File: src/rtl/jtx_pkg.sv
package jtx_pkg;

    typedef enum logic [1:0] {
        ST_CGS  = 2'b00,
        ST_ILAS = 2'b01,
        ST_DATA = 2'b10,
        ST_TEST = 2'b11
    } link_state_t;

    typedef enum logic [2:0] {
        SYM_COMMA   = 3'd0,
        SYM_ILAS_R  = 3'd1,
        SYM_ILAS_CF = 3'd2,
        SYM_ILAS_FL = 3'd3,
        SYM_ILAS_A  = 3'd4,
        SYM_USER    = 3'd5,
        SYM_D215    = 3'd6
    } sym_t;

    localparam int ILAS_MIN_M1 = 3;

endpackage

File: src/rtl/jtx_mf_pos.sv
// Tracks the cycle position inside the current multiframe (0, 1, 2+).
module jtx_mf_pos (
    input  logic clk,
    input  logic rst_n,
    input  logic lmfc_tick,
    output logic first_beat,
    output logic second_beat
);
    logic [1:0] beat_q;

    always_ff @(posedge clk) begin
        if (!rst_n)
            beat_q <= 2'd0;
        else if (lmfc_tick)
            beat_q <= 2'd0;
        else if (beat_q != 2'd2)
            beat_q <= beat_q + 2'd1;
    end

    assign first_beat  = (beat_q == 2'd0);
    assign second_beat = (beat_q == 2'd1);
endmodule

File: src/rtl/jtx_ilas_counter.sv
// Multiframe counter for ILAS, minus-one form, with length clamping.
module jtx_ilas_counter
    import jtx_pkg::*;
#(
    parameter int CNT_W = 8
) (
    input  logic             clk,
    input  logic             rst_n,
    input  logic             run,
    input  logic             lmfc_tick,
    input  logic [CNT_W-1:0] len_m1,
    output logic [CNT_W-1:0] cnt,
    output logic             last_mf
);
    localparam logic [CNT_W-1:0] FLOOR_M1 = CNT_W'(ILAS_MIN_M1);

    logic [CNT_W-1:0] eff_m1;
    logic [CNT_W-1:0] cnt_q;

    assign eff_m1  = (len_m1 < FLOOR_M1) ? FLOOR_M1 : len_m1;
    assign last_mf = (cnt_q == eff_m1);

    always_ff @(posedge clk) begin
        if (!rst_n || !run)
            cnt_q <= '0;
        else if (lmfc_tick)
            cnt_q <= last_mf ? '0 : cnt_q + 1'b1;
    end

    assign cnt = cnt_q;
endmodule

File: src/rtl/jtx_cgs_timer.sv
// Counts cycles spent in CGS; flags when the minimum dwell is reached.
module jtx_cgs_timer #(
    parameter int MIN_CYCLES = 2
) (
    input  logic clk,
    input  logic rst_n,
    input  logic keep,
    output logic min_met
);
    localparam int W = $clog2(MIN_CYCLES) + 1;
    localparam logic [W-1:0] LIMIT = W'(MIN_CYCLES - 1);

    logic [W-1:0] cyc_q;

    always_ff @(posedge clk) begin
        if (!rst_n || !keep)
            cyc_q <= '0;
        else if (cyc_q != LIMIT)
            cyc_q <= cyc_q + 1'b1;
    end

    assign min_met = (cyc_q >= LIMIT);
endmodule

File: src/rtl/jtx_sync_watch.sv
// Detects a rising edge of the sync line and remembers it during a CGS stay.
module jtx_sync_watch (
    input  logic clk,
    input  logic rst_n,
    input  logic sync_n,
    input  logic keep,
    output logic rise_ok
);
    logic sync_q;
    logic seen_q;
    logic rise;

    assign rise = sync_n & ~sync_q;

    always_ff @(posedge clk) begin
        if (!rst_n) begin
            sync_q <= 1'b1;
            seen_q <= 1'b0;
        end else begin
            sync_q <= sync_n;
            seen_q <= keep ? (seen_q | rise) : 1'b0;
        end
    end

    assign rise_ok = seen_q | rise;
endmodule

File: src/rtl/jtx_link_fsm.sv
module jtx_link_fsm
    import jtx_pkg::*;
#(
    parameter int CNT_W          = 8,
    parameter int MIN_CGS_CYCLES = 2
) (
    input  logic             clk,
    input  logic             rst_n,
    input  logic             sync_n,
    input  logic             lmfc_tick,
    input  logic             sysref_seen,
    input  logic             reinit_set,
    input  logic [CNT_W-1:0] ilas_len_m1,
    input  logic             ilas_loop,
    input  logic             lane_sync_en,
    input  logic             exit_on_sync_rise,
    input  logic             sysref_bypass,
    input  logic             test_d215,
    output logic [1:0]       link_state,
    output logic [CNT_W-1:0] ilas_mf_cnt,
    output logic [2:0]       sym_sel,
    output logic             reinit_pending
);
    link_state_t      state_q, state_d;
    logic             pend_q, soft_q;
    logic             restart;
    logic             exit_ok;
    logic             sync_gate;
    logic             ref_ok;
    logic             cgs_keep, ilas_run;
    logic             min_met, rise_ok;
    logic             first_beat, second_beat;
    logic             last_mf;
    logic [CNT_W-1:0] mf_cnt;
    sym_t             sym;

    jtx_mf_pos u_pos (
        .clk         (clk),
        .rst_n       (rst_n),
        .lmfc_tick   (lmfc_tick),
        .first_beat  (first_beat),
        .second_beat (second_beat)
    );

    jtx_ilas_counter #(.CNT_W(CNT_W)) u_cnt (
        .clk       (clk),
        .rst_n     (rst_n),
        .run       (ilas_run),
        .lmfc_tick (lmfc_tick),
        .len_m1    (ilas_len_m1),
        .cnt       (mf_cnt),
        .last_mf   (last_mf)
    );

    jtx_cgs_timer #(.MIN_CYCLES(MIN_CGS_CYCLES)) u_tmr (
        .clk     (clk),
        .rst_n   (rst_n),
        .keep    (cgs_keep),
        .min_met (min_met)
    );

    jtx_sync_watch u_sync (
        .clk     (clk),
        .rst_n   (rst_n),
        .sync_n  (sync_n),
        .keep    (cgs_keep),
        .rise_ok (rise_ok)
    );

    // CGS exit qualification
    assign ref_ok    = sysref_seen | sysref_bypass;
    assign sync_gate = soft_q ? (!exit_on_sync_rise || rise_ok) : sync_n;
    assign exit_ok   = lmfc_tick && min_met && ref_ok && sync_gate;

    // Next-state logic
    always_comb begin
        restart = 1'b0;
        state_d = state_q;
        if (test_d215) begin
            state_d = ST_TEST;
        end else begin
            unique case (state_q)
                ST_CGS: begin
                    if (pend_q)
                        restart = 1'b1;
                    else if (exit_ok)
                        state_d = (ilas_loop || lane_sync_en) ? ST_ILAS : ST_DATA;
                end
                ST_ILAS: begin
                    if (pend_q || !sync_n)
                        restart = 1'b1;
                    else if (lmfc_tick && last_mf && !ilas_loop)
                        state_d = ST_DATA;
                end
                ST_DATA: begin
                    if (pend_q || !sync_n)
                        restart = 1'b1;
                end
                ST_TEST: restart = 1'b1;
            endcase
            if (restart)
                state_d = ST_CGS;
        end
    end

    assign cgs_keep = (state_q == ST_CGS) && (state_d == ST_CGS) && !restart;
    assign ilas_run = (state_q == ST_ILAS) && (state_d == ST_ILAS);

    // State and request registers
    always_ff @(posedge clk) begin
        if (!rst_n) begin
            state_q <= ST_CGS;
            pend_q  <= 1'b0;
            soft_q  <= 1'b0;
        end else begin
            state_q <= state_d;
            pend_q  <= reinit_set | (pend_q & ~restart);
            if (restart)
                soft_q <= pend_q & sync_n;
        end
    end

    // Output decode
    always_comb begin
        unique case (state_q)
            ST_CGS:  sym = SYM_COMMA;
            ST_DATA: sym = SYM_USER;
            ST_TEST: sym = SYM_D215;
            ST_ILAS: begin
                if (lmfc_tick)
                    sym = SYM_ILAS_A;
                else if (first_beat)
                    sym = SYM_ILAS_R;
                else if (second_beat && mf_cnt == CNT_W'(1))
                    sym = SYM_ILAS_CF;
                else
                    sym = SYM_ILAS_FL;
            end
        endcase
    end

    assign link_state     = state_q;
    assign ilas_mf_cnt    = mf_cnt;
    assign sym_sel        = sym;
    assign reinit_pending = pend_q;
endmodule

File: config.mk
export PLATFORM = sky130hd
export DESIGN_NAME = jtx_link_fsm
export DESIGN_NICKNAME = d
export VERILOG_FILES = /design/src/rtl/jtx_pkg.sv /design/src/rtl/jtx_mf_pos.sv /design/src/rtl/jtx_ilas_counter.sv /design/src/rtl/jtx_cgs_timer.sv /design/src/rtl/jtx_sync_watch.sv /design/src/rtl/jtx_link_fsm.sv
export SDC_FILE = /design/constraint.sdc
export NUM_CORES = 1
export LEC_CHECK = 0
export ABC_AREA = 1
export BUFFER_PORTS_ARGS = -buffer_cell sky130_fd_sc_hd__buf_2
export CAP_MARGIN = 0
export CORE_UTILIZATION = 48
export DETAILED_ROUTE_END_ITERATION = 16
export PLACE_DENSITY = 0.85
export SYNTH_ARGS = -nofsm -noshare
export SYNTH_HDL_FRONTEND = slang
export SYNTH_SLANG_ARGS = --single-unit
File: constraint.sdc
create_clock -name clk -period 1.5 [get_ports clk]
set_input_delay 0.375 -clock clk [delete_from_list [all_inputs] [get_ports clk]]
set_output_delay 0.375 -clock clk [all_outputs]
set_load 0.01 [all_outputs]
# [Word level (Yosys, flattened, before mapping)]
# Index checks and enable logic that the tools add are counted.
[op_classes] n_addsub=3 n_lt_le_gt_ge=2 n_eq_ne=9 muxes=20 bitwise_logic=9 reduce_logical=27
[op_table] cell="two-way mux 2 bit" count=8
[op_table] cell="two-way mux 8 bit" count=2
[op_table] cell="case mux 3 bit (4 select lines)" count=1
[op_table] cell="logical AND 1 bit" count=9
[op_table] cell="adder 8 x 1 -> 8 bit (second input constant)" count=1
[op_table] cell="equality test 8 x 1 -> 1 bit (second input constant)" count=1
[op_table] cell="equality test 8 bit" count=1
[op_table] cell="less-than comparator 8 x 2 -> 1 bit (second input constant)" count=1
[op_table] cell="logical NOT 1 bit" count=7
[op_table] cell="equality test 2 x 1 -> 1 bit (second input constant)" count=3
[op_table] cell="logical NOT 2 bit" count=3
[op_table] cell="two-way mux 1 bit" count=6
[op_table] cell="logical OR 1 bit" count=5
[op_table] cell="adder 2 x 1 -> 2 bit (second input constant)" count=2
[op_table] cell="equality test 2 bit (second input constant)" count=2
[op_table] cell="case mux 2 bit (2 select lines)" count=1
[op_table] cell="OR reduction 2 bit" count=2
[op_table] cell="AND 1 bit" count=3
[op_table] cell="two-way mux 3 bit" count=1
[op_table] cell="NOT 1 bit" count=3
[op_table] cell="OR 1 bit" count=3
[op_table] cell="case mux 1 bit (3 select lines)" count=1
[op_table] cell=">= comparator 2 x 1 -> 1 bit (second input constant)" count=1
[op_table] cell="inequality test 2 x 1 -> 1 bit (second input constant)" count=1
[op_table] cell="other kinds (2)" count=2
[totals] regBits=18 in_bits=19 word_cells=78

# [Logic depth before layout (Yosys ltp)]
[depth] ltp_word=16 mapped_depth=15 ltp_nobuf=15

# [By module]
# From an unflattened synthesis, not the netlist that was laid out.
[hier_totals] cells_unflattened=227 area_unflattened_um2=1371.3
[by_module_without_submodules] mod="jtx_ilas_counter" n_inst=1 cells_each=94 area_each_um2=560.5 seq_area_each_um2=160.2
[by_module_without_submodules] mod="jtx_link_fsm" n_inst=1 cells_each=88 area_each_um2=489.2 seq_area_each_um2=80.1
[by_module_without_submodules] mod="jtx_mf_pos" n_inst=1 cells_each=17 area_each_um2=126.4 seq_area_each_um2=40.0
[by_module_without_submodules] mod="jtx_cgs_timer" n_inst=1 cells_each=18 area_each_um2=120.1 seq_area_each_um2=40.0
[by_module_without_submodules] mod="jtx_sync_watch" n_inst=1 cells_each=10 area_each_um2=75.1 seq_area_each_um2=40.0

# [Least setup slack after synthesis]
# No wires, ideal clock.
[synth_path] path_type="reg2out" startpoint="reg state_q[1], in the netlist link_state[1]" endpoint="out sym_sel[0]" arrival_ps=1407 required_time_ps=1125 setup_slack_ps=-282 path_stages_with_launch=5 path_buffers=0 cell_sequence="dfxtp_1 inv_1 ha_1 inv_1 o41ai_1"
[synth_via] elab_chain_cells=2 elab_cells_between_ends=5 classes_between="3 x eq/ne; 1 x mux; 1 x reduce/logical"
[synth_rtl] element="start, declared" line="jtx_link_fsm.sv:24" rtl="link_state_t state_q, state_d;"
[synth_rtl] element="start signal, assigned" line="jtx_link_fsm.sv:116" rtl="state_q <= state_d;"
[synth_rtl] element="equality test 2 x 1 -> 1 bit (tied with other cells)" line="jtx_link_fsm.sv:125" rtl="unique case (state_q)"
[synth_rtl] element="case mux 3 bit (4 select lines) (*)" line="jtx_link_fsm.sv:125"
[synth_rtl] element="end, declared" line="jtx_link_fsm.sv:21" rtl="output logic [2:0] sym_sel,"
# Mark *: on every way between the ends. The rest lies on a longest branch, timed or not.

# [Final worst setup path]
[layout_path] startpoint="reg state_q[0], in the netlist link_state[0]" endpoint="out sym_sel[0]"
# Same word-level chain as after synthesis.

==> impl_metrics.py <==
metrics = {
    "logic_synthesis": {
        "syn_inst": 204,
        "synth_area_leaders": "dfxtp_1 (26%), nand2_1 (13%), ha_1 (10%)",
        "ys_seq_area_share_pct": 26.4,
        "syn_avg_cell_area_sq_um": 6.69,
        "ys.flop_type": "dfxtp_1",
        "synth_cell_type_count": 31,
        "yosysTopAreaCell": "dfxtp_1",
        "netlist_top_cells_count": "nand2_1 (49), inv_1 (29), nor2_1 (21)",
        "ys_seq_elements": 18,
        "yosysMostFrequentCell": "nand2_1",
        "synth-edff-count": 0,
        "yosysWarningCount": 0,
        "synth_top_area_share_pct": 26.4,
        "syn-cell-area_sq_mm": 0.00137,
        "synth_nets": 234,
        "synthArstFlopShare_pct": 0,
    },
    "detailed_routing": {
        "vias": 1883,
        "routedWlPerCell_microns": 17.4,
        "ant_nets": 0,
        "drc": 0,
        "drt-initial-drc-count": 219,
        "drt_first_pass_iters": 4,
        "viasPerCell": 5.76,
        "wirelength_mm": 5.70,
    },
    "placement": {
        "dpl-instance-area_sq_mm": 0.00195,
        "io_buffers": 32,
        "dp_slack_ns": -0.365,
        "globalplace.congestion": 0.884,
        "hpwl_mm": 2.83,
    },
    "setup_path": {
        "critical_path.startpoint_type": "register",
        "required_ns": 1.12,
        "rr_startpoint": "u_tmr.cyc_q[0]$_SDFFE_PP0N_",
        "reg2reg_depth": 12,
        "cp.arrival_ns": 1.64,
        "critPathLaunch": "link_state[0]$_SDFF_PN0_",
        "crit_fanout": 3,
        "criticalPathCategory": "reg2out",
        "endpoint_kind": "primary output",
        "reg2reg_to": "u_cnt.cnt[1]$_SDFFE_PP0P_",
        "r2r_slack_ns": -0.37,
    },
    "clock_network": {
        "clock_latency_ns": 0.31,
        "cts.path.max_buffers": 2,
        "cts_tree": "yes",
        "clock_sinks": 18,
        "clk_pin_slew_ns": 0.12,
        "numCtsBuffers": 3,
        "clock-root-buffer": "clkbuf_4",
        "cts_htree_levels": 1,
    },
    "hold_path": {
        "min-delay-start": "reinit_set",
        "whs_endpoint": "reinit_pending$_SDFF_PN0_",
        "min_path_type": "in2reg",
        "whs_path_depth": 3,
    },
    "sta": {
        "finalClockSkew_ns": 0.0133,
        "slew_headroom_pct": 79.6,
        "fmax_mhz": 497,
        "fin_crit_sh_pct": 134,
        "report.final.slew_viol_count": 0,
        "finalSetupViolCount": 17,
        "hold_viol": 0,
        "period_minus_slack_ns": 2.01,
        "grt_setup_unrepaired": "yes",
        "fin_ws_ns": -0.511,
        "worstMarginPinSlew_ns": 0.303,
    },
    "grt": {
        "grt_pass1_vias": 1564,
        "grt.overflow.total": 0,
        "grt_max_degree": 11,
        "grt_pass1_wl_mm": 6.79,
        "grt.total_usage_pct": 27.4,
        "antenna_found_initial": 0,
    },
    "cells_and_area": {
        "n_fill_cell": 89,
        "final_area_sq_mm": 0.00241,
        "layout-drive-gt1-share_pct": 62.0,
        "num-nets-final": 328,
        "syn_to_final_growth_pct": 76.9,
        "diodes": 0,
    },
    "pwr": {
        "p_per_area_mw_per_mm2": 597,
        "ir_drop_mv": 1.02,
        "leakagePower_uw": 0.00116,
    },
    "job": {
        "maxCapViolations": 0,
    },
    "status": {
        "status": "finished, violations left",
        "violations": "negative setup slack",
    },
    "floorplan": {
        "initial_utilization_pct": 52.7,
        "io_pins": 33,
        "die-area_sq_mm": 0.00306,
        "die_y_microns": 55.3,
        "die_x_microns": 55.3,
        "core_sq_mm": 0.00259,
        "rows": 18,
    },
}
cell usage in the layout (no fill, tap or decap), types with 2 or more instances in the layout:
master and n:
a21oi_1 4, a21oi_2 5, buf_2 32, buf_4 45
buf_6 11, clkbuf_4 3, dfxtp_1 5, dfxtp_2 10
dfxtp_4 3, ha_1 3, ha_4 8, inv_1 19
inv_2 15, inv_4 2, nand2_1 40, nand2_2 9
nand2_4 3, nand3_1 9, nand3_2 3, nand3_4 3
nand4_1 4, nor2_1 15, nor2_2 5, nor2_4 3
nor3_1 2, nor3_2 6, nor3_4 3, nor4_4 2
o21ai_0 4, or2_2 3, xor2_1 4
critical path, stage by stage, from the launching register on:
cell and delay (ns):
dfxtp_4 0.38, buf_6 0.10, ha_4 0.13, inv_1 0.13, o41ai_2 0.39, buf_2 0.20
per-stage QoR:
| step | util [%] | cells | total power, uW | hold slack (ns) | setup TNS (ns) |
|---|---|---|---|---|---|
| finish | 93.2 | 327 | 1440 | 0.275 | -5.54 |
| global route | 93.2 | 327 | 1510 | 0.266 | -7.00 |
| CTS | 82.5 | 322 | 1250 | 0.272 | -4.11 |
| detailed placement | 75.1 | 311 | 917 | 0.588 | -4.57 |
| global placement | 75.1 | 311 | 901 | 0.577 | -3.81 |
| floorplan | - | 204 | 738 | 0.442 | -0.657 |
how the worst max path moves through the flow:
stage | depth (start not counted) | endpoint
3_3_place_gp | 15 | u_cnt.cnt[6]$_SDFFE_PP0P_
2_1_floorplan | 14 | u_cnt.cnt[0]$_SDFFE_PP0P_
3_5_place_dp | 14 | u_cnt.cnt[2]$_SDFFE_PP0P_
6_report | 5 | sym_sel[0]
4_1_cts | 7 | sym_sel[0]
5_1_grt | 5 | sym_sel[0]
what timing repair did:
action,4_1_cts,5_1_grt
gates resized for setup,29,58
setup buffers,6,7
pin swaps,9,23
cloned,1,0
endpoints found under the setup margin,17,17
hold buffers,0,0
endpoints found under the hold margin,0,0
per-layer routing:
metal / global-route usage (%) / vias to the layer above / wire (microns)
li1: - / 838 / -
met1: 30.6 / 900 / 2160
met2: 52.2 / 106 / 2880
met3: 4.45 / 39 / 310
met4: 8.57 / 0 / 342
met5: 0 / - / 0
sequential cells by signal, indices dropped and copies added, names as in the netlist:
name / flops
link_state: 2
u_cnt.cnt: 8
u_sync.sync_q: 1
reinit_pending: 1
u_tmr.cyc_q: 2
soft_q: 1
u_pos.beat_q: 2
u_sync.seen_q: 1
cell families (layout without fill, tap and decap cells):
kind of cell	count (synthesis)	after routing	synth area share, %
simple gates	111	112	41.1
fa+ha+maj	11	11	10.1
buf+inv	39	131	10.7
flops	18	18	26.4
xor+xnor	4	4	2.57
compound gates	21	21	9.17
power by group:
group          switching (uW)  internal, uW  leakage [uW]  total [uW]
Combinational             367           298      0.000994         664
Clock                     168          97.2     0.0000154         266
Sequential               17.5           494      0.000153         512
Total                     553           889       0.00116        1440
final cells by class:
cell class	count	area, sq um	area share, %
clock inverters	1	3.75	0.155
repair buffers	88	622	25.8
multi-input cells	148	1180	48.9
flip-flops and latches	18	384	15.9
inverters	39	165	6.84
well taps	30	37.5	1.55
clock buffers	3	22.5	0.933
Power figures use the tool's default switching activity.
